$ cat src/rtl/vw_resp_pkg.sv
// Shared types for the virtual-wire reset handshake responder.
// Assumes: nothing beyond IEEE 1800-2017.
package vw_resp_pkg;

    // Phases of the link-reset sequence.
    typedef enum logic {
        SEQ_IDLE  = 1'b0,
        SEQ_PULSE = 1'b1
    } seq_state_e;

    // Number of warning/acknowledge pairs that follow the level-mirroring rule.
    localparam int NUM_MIRROR = 2;

endpackage

$ cat src/rtl/vw_wire_sampler.sv
// Registers a wire vector on the system clock and keeps a copy delayed by one
// more cycle, so that consumers can find edges by comparing the two.
// Assumes: the inputs are already synchronous to clk. The registers track
// their input even while reset is held. This way a wire that sits high across
// reset release shows no edge.
module vw_wire_sampler #(
    parameter int W = 32
) (
    input  logic         clk,
    input  logic [W-1:0] d_i,
    output logic [W-1:0] cur_o,
    output logic [W-1:0] prev_o
);

    // Two-stage capture: current sample and previous sample.
    always_ff @(posedge clk) begin
        cur_o  <= d_i;
        prev_o <= cur_o;
    end

endmodule

$ cat src/rtl/vw_ack_mirror.sv
// Drives one acknowledge wire so that it follows the level of its warning
// wire. It updates only in a cycle where the sampled warning differs from its
// delayed copy.
// Assumes: warn_cur_i / warn_prev_i come from a vw_wire_sampler.
module vw_ack_mirror (
    input  logic clk,
    input  logic rst_n,
    input  logic warn_cur_i,
    input  logic warn_prev_i,
    output logic ack_o
);

    // Copy the warning level into the acknowledge on every observed change.
    // During reset, load the sample so that ack tracks the delayed copy.
    always_ff @(posedge clk) begin
        if (!rst_n) begin
            ack_o <= warn_cur_i;
        end else if (warn_cur_i != warn_prev_i) begin
            ack_o <= warn_cur_i;
        end
    end


    ack_matches_settled_chk: assert property (@(posedge clk) disable iff (!rst_n)
        (warn_cur_i == warn_prev_i) |-> (ack_o == warn_cur_i));


    ack_moves_on_change_chk: assert property (@(posedge clk) disable iff (!rst_n)
        !$stable(ack_o) |-> $past(warn_cur_i != warn_prev_i));

endmodule

$ cat src/rtl/vw_sus_ack.sv
// Latches the suspend acknowledge on a rising suspend warning, or on the
// initialisation strobe while the warning is high. Only reset clears it.
// Assumes: warn_cur_i / warn_prev_i come from a vw_wire_sampler.
module vw_sus_ack (
    input  logic clk,
    input  logic rst_n,
    input  logic warn_cur_i,
    input  logic warn_prev_i,
    input  logic init_i,
    output logic ack_o
);

    logic warn_rise;

    // Edge detect against the delayed copy.
    always_comb warn_rise = warn_cur_i & ~warn_prev_i;

    // Sticky set of the acknowledge.
    always_ff @(posedge clk) begin
        if (!rst_n) begin
            ack_o <= 1'b0;
        end else if (warn_rise || (init_i && warn_cur_i)) begin
            ack_o <= 1'b1;
        end
    end


    sus_ack_sticky_chk: assert property (@(posedge clk) disable iff (!rst_n)
        ack_o |=> ack_o);


    sus_ack_needs_warn_chk: assert property (@(posedge clk) disable iff (!rst_n)
        $rose(ack_o) |-> $past(warn_cur_i));

endmodule

$ cat src/rtl/vw_link_rst_seq.sv
// Sequences the response to a hardware link-reset event. The soft-reset field
// is zero for one cycle and the boot wires are cleared. The field then returns
// to all ones and both boot wires are re-asserted. It also handles the
// initialisation strobe that raises the boot wires once.
// Assumes: link_evt_i and boot_init_i are synchronous to clk.
module vw_link_rst_seq
    import vw_resp_pkg::*;
#(
    parameter int SRST_W = 8
) (
    input  logic              clk,
    input  logic              rst_n,
    input  logic              link_evt_i,
    input  logic              boot_init_i,
    output logic [SRST_W-1:0] soft_rst_o,
    output logic              boot_done_o,
    output logic              boot_stat_o
);

    localparam logic [SRST_W-1:0] SRST_IDLE = {SRST_W{1'b1}};
    localparam logic [SRST_W-1:0] SRST_HIT  = {SRST_W{1'b0}};

    seq_state_e state_q;

    // Sequence state, soft-reset field and boot wires; a link event outranks the strobe.
    always_ff @(posedge clk) begin
        if (!rst_n) begin
            state_q     <= SEQ_IDLE;
            soft_rst_o  <= SRST_IDLE;
            boot_done_o <= 1'b0;
            boot_stat_o <= 1'b0;
        end else begin
            unique case (state_q)
                SEQ_IDLE: begin
                    if (link_evt_i) begin
                        state_q     <= SEQ_PULSE;
                        soft_rst_o  <= SRST_HIT;
                        boot_done_o <= 1'b0;
                        boot_stat_o <= 1'b0;
                    end else if (boot_init_i && !boot_stat_o) begin
                        boot_done_o <= 1'b1;
                        boot_stat_o <= 1'b1;
                    end
                end
                SEQ_PULSE: begin
                    state_q     <= SEQ_IDLE;
                    soft_rst_o  <= SRST_IDLE;
                    boot_done_o <= 1'b1;
                    boot_stat_o <= 1'b1;
                end
                default: state_q <= SEQ_IDLE;
            endcase
        end
    end


    soft_rst_one_cycle_chk: assert property (@(posedge clk) disable iff (!rst_n)
        (soft_rst_o == SRST_HIT) |=> (soft_rst_o == SRST_IDLE));


    soft_rst_shape_chk: assert property (@(posedge clk) disable iff (!rst_n)
        (soft_rst_o == SRST_HIT) || (soft_rst_o == SRST_IDLE));


    boot_back_after_pulse_chk: assert property (@(posedge clk) disable iff (!rst_n)
        (soft_rst_o == SRST_HIT) |=> (boot_done_o && boot_stat_o));


    boot_low_in_pulse_chk: assert property (@(posedge clk) disable iff (!rst_n)
        (soft_rst_o == SRST_HIT) |-> (!boot_done_o && !boot_stat_o));


    no_retrigger_chk: assert property (@(posedge clk) disable iff (!rst_n)
        (state_q == SEQ_PULSE) |=> (state_q == SEQ_IDLE));


    boot_pair_chk: assert property (@(posedge clk) disable iff (!rst_n)
        boot_done_o == boot_stat_o);

endmodule

$ cat src/rtl/vw_reset_responder.sv
// Top of the virtual-wire reset handshake responder. It samples both incoming
// wire groups, mirrors the host and out-of-band reset warnings onto their
// acknowledges, and latches the suspend acknowledge. It also runs the
// link-reset sequence and assembles the outgoing groups from the owned bits
// only.
// Assumes: wire groups are decoded and synchronous to clk; bit positions are
// fixed by the link's wire map and must stay unique within a group.
module vw_reset_responder
    import vw_resp_pkg::*;
#(
    parameter int G0_W          = 32,
    parameter int G1_W          = 32,
    parameter int SRST_W        = 8,
    parameter int HOST_WARN_BIT = 8,
    parameter int HOST_ACK_BIT  = 27,
    parameter int OOB_WARN_BIT  = 6,
    parameter int OOB_ACK_BIT   = 16,
    parameter int BOOT_DONE_BIT = 20,
    parameter int BOOT_STAT_BIT = 23,
    parameter int SUS_WARN_BIT  = 0,
    parameter int SUS_ACK_BIT   = 20
) (
    input  logic              clk,
    input  logic              rst_n,
    input  logic              link_rst_evt,
    input  logic              boot_cmplt,
    input  logic [G0_W-1:0]   vw_in_g0,
    input  logic [G1_W-1:0]   vw_in_g1,
    output logic [G0_W-1:0]   vw_out_g0,
    output logic [G1_W-1:0]   vw_out_g1,
    output logic [SRST_W-1:0] soft_rst
);

    localparam int MIR_WARN [NUM_MIRROR] = '{HOST_WARN_BIT, OOB_WARN_BIT};
    localparam int MIR_ACK  [NUM_MIRROR] = '{HOST_ACK_BIT,  OOB_ACK_BIT};
    localparam logic [G0_W-1:0] G0_ONE   = {{(G0_W-1){1'b0}}, 1'b1};
    localparam logic [G1_W-1:0] G1_ONE   = {{(G1_W-1){1'b0}}, 1'b1};
    localparam logic [G0_W-1:0] G0_OWNED = (G0_ONE << HOST_ACK_BIT) | (G0_ONE << OOB_ACK_BIT)
                                         | (G0_ONE << BOOT_DONE_BIT) | (G0_ONE << BOOT_STAT_BIT);
    localparam logic [G1_W-1:0] G1_OWNED = G1_ONE << SUS_ACK_BIT;

    logic [G0_W-1:0]       g0_cur, g0_prev;
    logic [G1_W-1:0]       g1_cur, g1_prev;
    logic [NUM_MIRROR-1:0] mir_ack;
    logic                  sus_ack;
    logic                  boot_done;
    logic                  boot_stat;

    vw_wire_sampler #(.W(G0_W)) u_samp_g0 (
        .clk    (clk),
        .d_i    (vw_in_g0),
        .cur_o  (g0_cur),
        .prev_o (g0_prev)
    );

    vw_wire_sampler #(.W(G1_W)) u_samp_g1 (
        .clk    (clk),
        .d_i    (vw_in_g1),
        .cur_o  (g1_cur),
        .prev_o (g1_prev)
    );

    // One level mirror per warning/acknowledge pair.
    for (genvar i = 0; i < NUM_MIRROR; i++) begin : g_mirror
        vw_ack_mirror u_mirror (
            .clk         (clk),
            .rst_n       (rst_n),
            .warn_cur_i  (g0_cur[MIR_WARN[i]]),
            .warn_prev_i (g0_prev[MIR_WARN[i]]),
            .ack_o       (mir_ack[i])
        );
    end

    vw_sus_ack u_sus (
        .clk         (clk),
        .rst_n       (rst_n),
        .warn_cur_i  (g1_cur[SUS_WARN_BIT]),
        .warn_prev_i (g1_prev[SUS_WARN_BIT]),
        .init_i      (boot_cmplt),
        .ack_o       (sus_ack)
    );

    vw_link_rst_seq #(.SRST_W(SRST_W)) u_seq (
        .clk         (clk),
        .rst_n       (rst_n),
        .link_evt_i  (link_rst_evt),
        .boot_init_i (boot_cmplt),
        .soft_rst_o  (soft_rst),
        .boot_done_o (boot_done),
        .boot_stat_o (boot_stat)
    );

    // Place the owned bits into the outgoing groups; all other bits stay zero.
    always_comb begin
        vw_out_g0 = '0;
        vw_out_g1 = '0;
        for (int i = 0; i < NUM_MIRROR; i++) begin
            vw_out_g0[MIR_ACK[i]] = mir_ack[i];
        end
        vw_out_g0[BOOT_DONE_BIT] = boot_done;
        vw_out_g0[BOOT_STAT_BIT] = boot_stat;
        vw_out_g1[SUS_ACK_BIT]   = sus_ack;
    end


    unowned_g0_zero_chk: assert property (@(posedge clk) disable iff (!rst_n)
        (vw_out_g0 & ~G0_OWNED) == '0);


    unowned_g1_zero_chk: assert property (@(posedge clk) disable iff (!rst_n)
        (vw_out_g1 & ~G1_OWNED) == '0);


    host_ack_quiet_chk: assert property (@(posedge clk) disable iff (!rst_n)
        ($stable(g0_cur[HOST_WARN_BIT]) && $stable(g0_prev[HOST_WARN_BIT]))
        |=> $stable(vw_out_g0[HOST_ACK_BIT]));

endmodule

$ cat config.mk
export PLATFORM = sky130hd
export DESIGN_NAME = vw_reset_responder
export DESIGN_NICKNAME = d
export VERILOG_FILES = /design/src/rtl/vw_resp_pkg.sv /design/src/rtl/vw_wire_sampler.sv /design/src/rtl/vw_ack_mirror.sv /design/src/rtl/vw_sus_ack.sv /design/src/rtl/vw_link_rst_seq.sv /design/src/rtl/vw_reset_responder.sv
export SDC_FILE = /design/constraint.sdc
export NUM_CORES = 1
export LEC_CHECK = 0
export ABC_AREA = 0
export BUFFER_PORTS_ARGS = -buffer_cell sky130_fd_sc_hd__buf_2
export CELL_PAD_IN_SITES_DETAIL_PLACEMENT = 2
export CELL_PAD_IN_SITES_GLOBAL_PLACEMENT = 2
export CORE_UTILIZATION = 11
export DETAILED_ROUTE_END_ITERATION = 16
export PLACE_DENSITY = 0.88
export RECOVER_POWER = 100
export SLEW_MARGIN = 20
export SYNTH_ARGS = -nofsm -noshare
export SYNTH_HDL_FRONTEND = slang
export SYNTH_SLANG_ARGS = --single-unit
$ cat constraint.sdc
create_clock -name clk -period 0.8 [get_ports clk]
set_input_delay 0 -clock clk [delete_from_list [all_inputs] [get_ports clk]]
set_output_delay 0 -clock clk [all_outputs]
set_load 0.02 [all_outputs]
==> results_dict.tcl <==
set metrics [dict create \
    coreArea_mm2 0.007727 \
    cts_buffer_depth 2 \
    nFillCells 934 \
    htree_levels 1 \
    ys_seq_area_share_pct 29.67 \
    drc_errors 0 \
    clock_sinks 12 \
    yosys.area_share.simple_pct 5.421 \
    ff2ff_setup_slack_ps -30 \
    root_buffer "clkbuf_8" \
    multi_input_area_um2 309.0 \
    synth_top_area_share_pct 60.77 \
    start_util_pct 11.35 \
    avgSynthCellArea_um2 9.136 \
    vdd_drop_max_v 0.0003564 \
    hpwlAfterDp_mm 1.048 \
    finalSetupViolations 1 \
    synth_compound_gate_area_share_pct 1.712 \
    p_per_area_mw_per_mm2 1938 \
    period_minus_slack_ps 825.3 \
    grt_pass1_wl_mm 1.800 \
    area_growth_pct 5.706 \
    rr_endpoint "g_mirror[1].u_mirror.ack_o" \
    track_usage_pct 3.013 \
    syn_area_um2 877.1 \
    drtIter0Drc 3 \
    fin_ws_ps -25.32 \
    synth_xor_area_share_pct 1.997 \
    leakagePower_nw 0.4620 \
    final_util_pct 12.00 \
    die_x_um 91.30 \
    rsz0062_at_grt "true" \
    reg2regPathDepth 2 \
    yosysWarningCount 0 \
    violations "negative setup slack" \
    rr_startpoint "u_samp_g0.cur_o[6]" \
    cp-endpoint "g_mirror[1].u_mirror.ack_o" \
    hold_viol 0 \
    synth_top_family_by_area "buffers and inverters" \
    finalCritPeriodShare_pct 103.2 \
    synth_adder_area_share_pct 0 \
    drive_gt1_share_pct 23.21 \
    finClkSkew_ps 2.079 \
    clk_pin_slew_worst_paths_ps 50 \
    diodes 0 \
    crit_fanout 2 \
    area.sequential_um2 266.5 \
    cap_violations 0 \
    synthMuxAreaShare_pct 0 \
    cts_buffers 3 \
    totalWireLength_mm 1.361 \
    port_buffers 19 \
    grt_max_degree 10 \
    synth_cell_types 13 \
    whs_ps 16.31 \
    worstSetupStartpointType "flop" \
    antenna_found_initial 0 \
    fin_area_um2 927.1 \
    gr-total-overflow 0 \
    wl_per_cell_um 6.360 \
    synth.area.top_cells "buf_4 (61%), dfxtp_1 (23%), edfxtp_1 (6.8%)" \
    critPathRequiredTime_ps 760 \
    pin_count 140 \
    critPathLaunch "u_samp_g0.cur_o[6]" \
    dr.pass1.iters 2 \
    outcome "finished with violations" \
    endpoint_kind "flop" \
    ys_ff_latch 12 \
    timing.fmax_mhz 1212 \
    grt_pass1_vias 331 \
    clkLatencyLatePin_ps 240 \
    slew_viol_final 0 \
    yosys.area.top_type "buf_4" \
    cts_tree "yes" \
    fp.dieH_um 91.30 \
    rows 32 \
    synthCells 96 \
    min_path_type "primary input to flop" \
    path_class "flop to flop" \
    place_area_um2 784.5 \
    gp_congestion 0.5763 \
    nNetsFinal 181 \
    dieArea_mm2 0.008335 \
    cp.arrival_ps 780 \
    final_common_cell "conb_1" \
    mostFrequentLayoutCells "conb_1 (59), buf_4 (11), buf_2 (7), dfxtp_1 (7)" \
    num_vias 444 \
    via_per_inst 2.075 \
    final_antenna_net_count 0 \
]
[critical path: stages, from the launching register on]
cell and delay, ps:
dfxtp_2 330, xnor2_2 130, nand2_1 80
[layout make-up]
class,count,area share (%)
multi-input cells,71,33.33
flip-flops and latches,12,28.74
repair buffers,25,18.22
well taps,102,13.77
clock buffers,4,5.938
[worst min path at each step]
stage                      startpoint                   to  slack (ps)  cells after the start
after global routing       boot_cmplt    u_seq.boot_stat_o          10                      2
after detailed placement  vw_in_g0[6]   u_samp_g0.cur_o[6]         100                      1
after global placement    vw_in_g0[6]   u_samp_g0.cur_o[6]         100                      1
after floorplan           vw_in_g0[6]   u_samp_g0.cur_o[6]          30                      0
final                      boot_cmplt    u_seq.boot_stat_o          20                      2
after CTS                       rst_n  u_seq.soft_rst_o[6]         0.5                      2
[what timing repair did]
action                                  CTS  global route
hold endpoints to repair                  3             1
pin swaps                                 1             2
endpoints found under the setup margin   12            14
gates resized for setup                   7            10
buffers inserted                          2             0
hold buffers                              3             1
[state kept, by name, summed over array words and instances, names as in the netlist]
name                     count
u_samp_g1.cur_o              1
u_seq.soft_rst_o             1
u_samp_g0.cur_o              2
g_mirror.u_mirror.ack_o      2
u_sus.ack_o                  1
u_seq.boot_stat_o            1
u_samp_g0.prev_o             2
u_samp_g1.prev_o             1
u_seq.state_q                1
[Yosys cell counts]
cell,instances
xnor2_1,2
edfxtp_1,2
dfxtp_1,10
o21ai_1,1
conb_1,1
nor3b_1,1
nand2_1,2
nand2b_1,2
nor2_1,1
buf_4,71
and3b_1,1
o311a_1,1
nand3b_1,1
[cells by family after synthesis]
kind of cell,Yosys count
flip-flops,12
AO/OA/AOI/OAI,2
buffers and inverters,71
AND/OR/NAND/NOR,8
XOR/XNOR,2
other,1
[where the power goes]
group / internal, W / leakage (nW) / total, W / switching (W)
logic: 0.000102 / 0.329 / 0.000455 / 0.000354
registers: 0.000656 / 0.104 / 0.000686 / 0.0000307
clock network: 0.000435 / 0.0288 / 0.000655 / 0.000221
[stage by stage]
stage               TNS (ps)  cells  worst slack (ps)  power (W)
finish                -25.32    214            -25.32   0.001797
global route          -334.3    214            -35.14   0.001884
CTS                   -95.11    213            -15.53   0.001780
detailed placement    -35.29    204            -33.94   0.001100
global placement           0    204             17.70   0.001092
floorplan                  0    154             33.79   0.001305
[layer usage]
| layer | vias to the layer above | routed length, µm | GRT usage [%] |
|---|---|---|---|
| li1 | 200 | - | - |
| met1 | 201 | 388 | 2.217 |
| met2 | 40 | 780 | 5.745 |
| met3 | 3 | 169 | 1.508 |
| met4 | 0 | 23 | 2.381 |
| met5 | - | 0 | 0 |
Power figures use the tool's default switching activity.
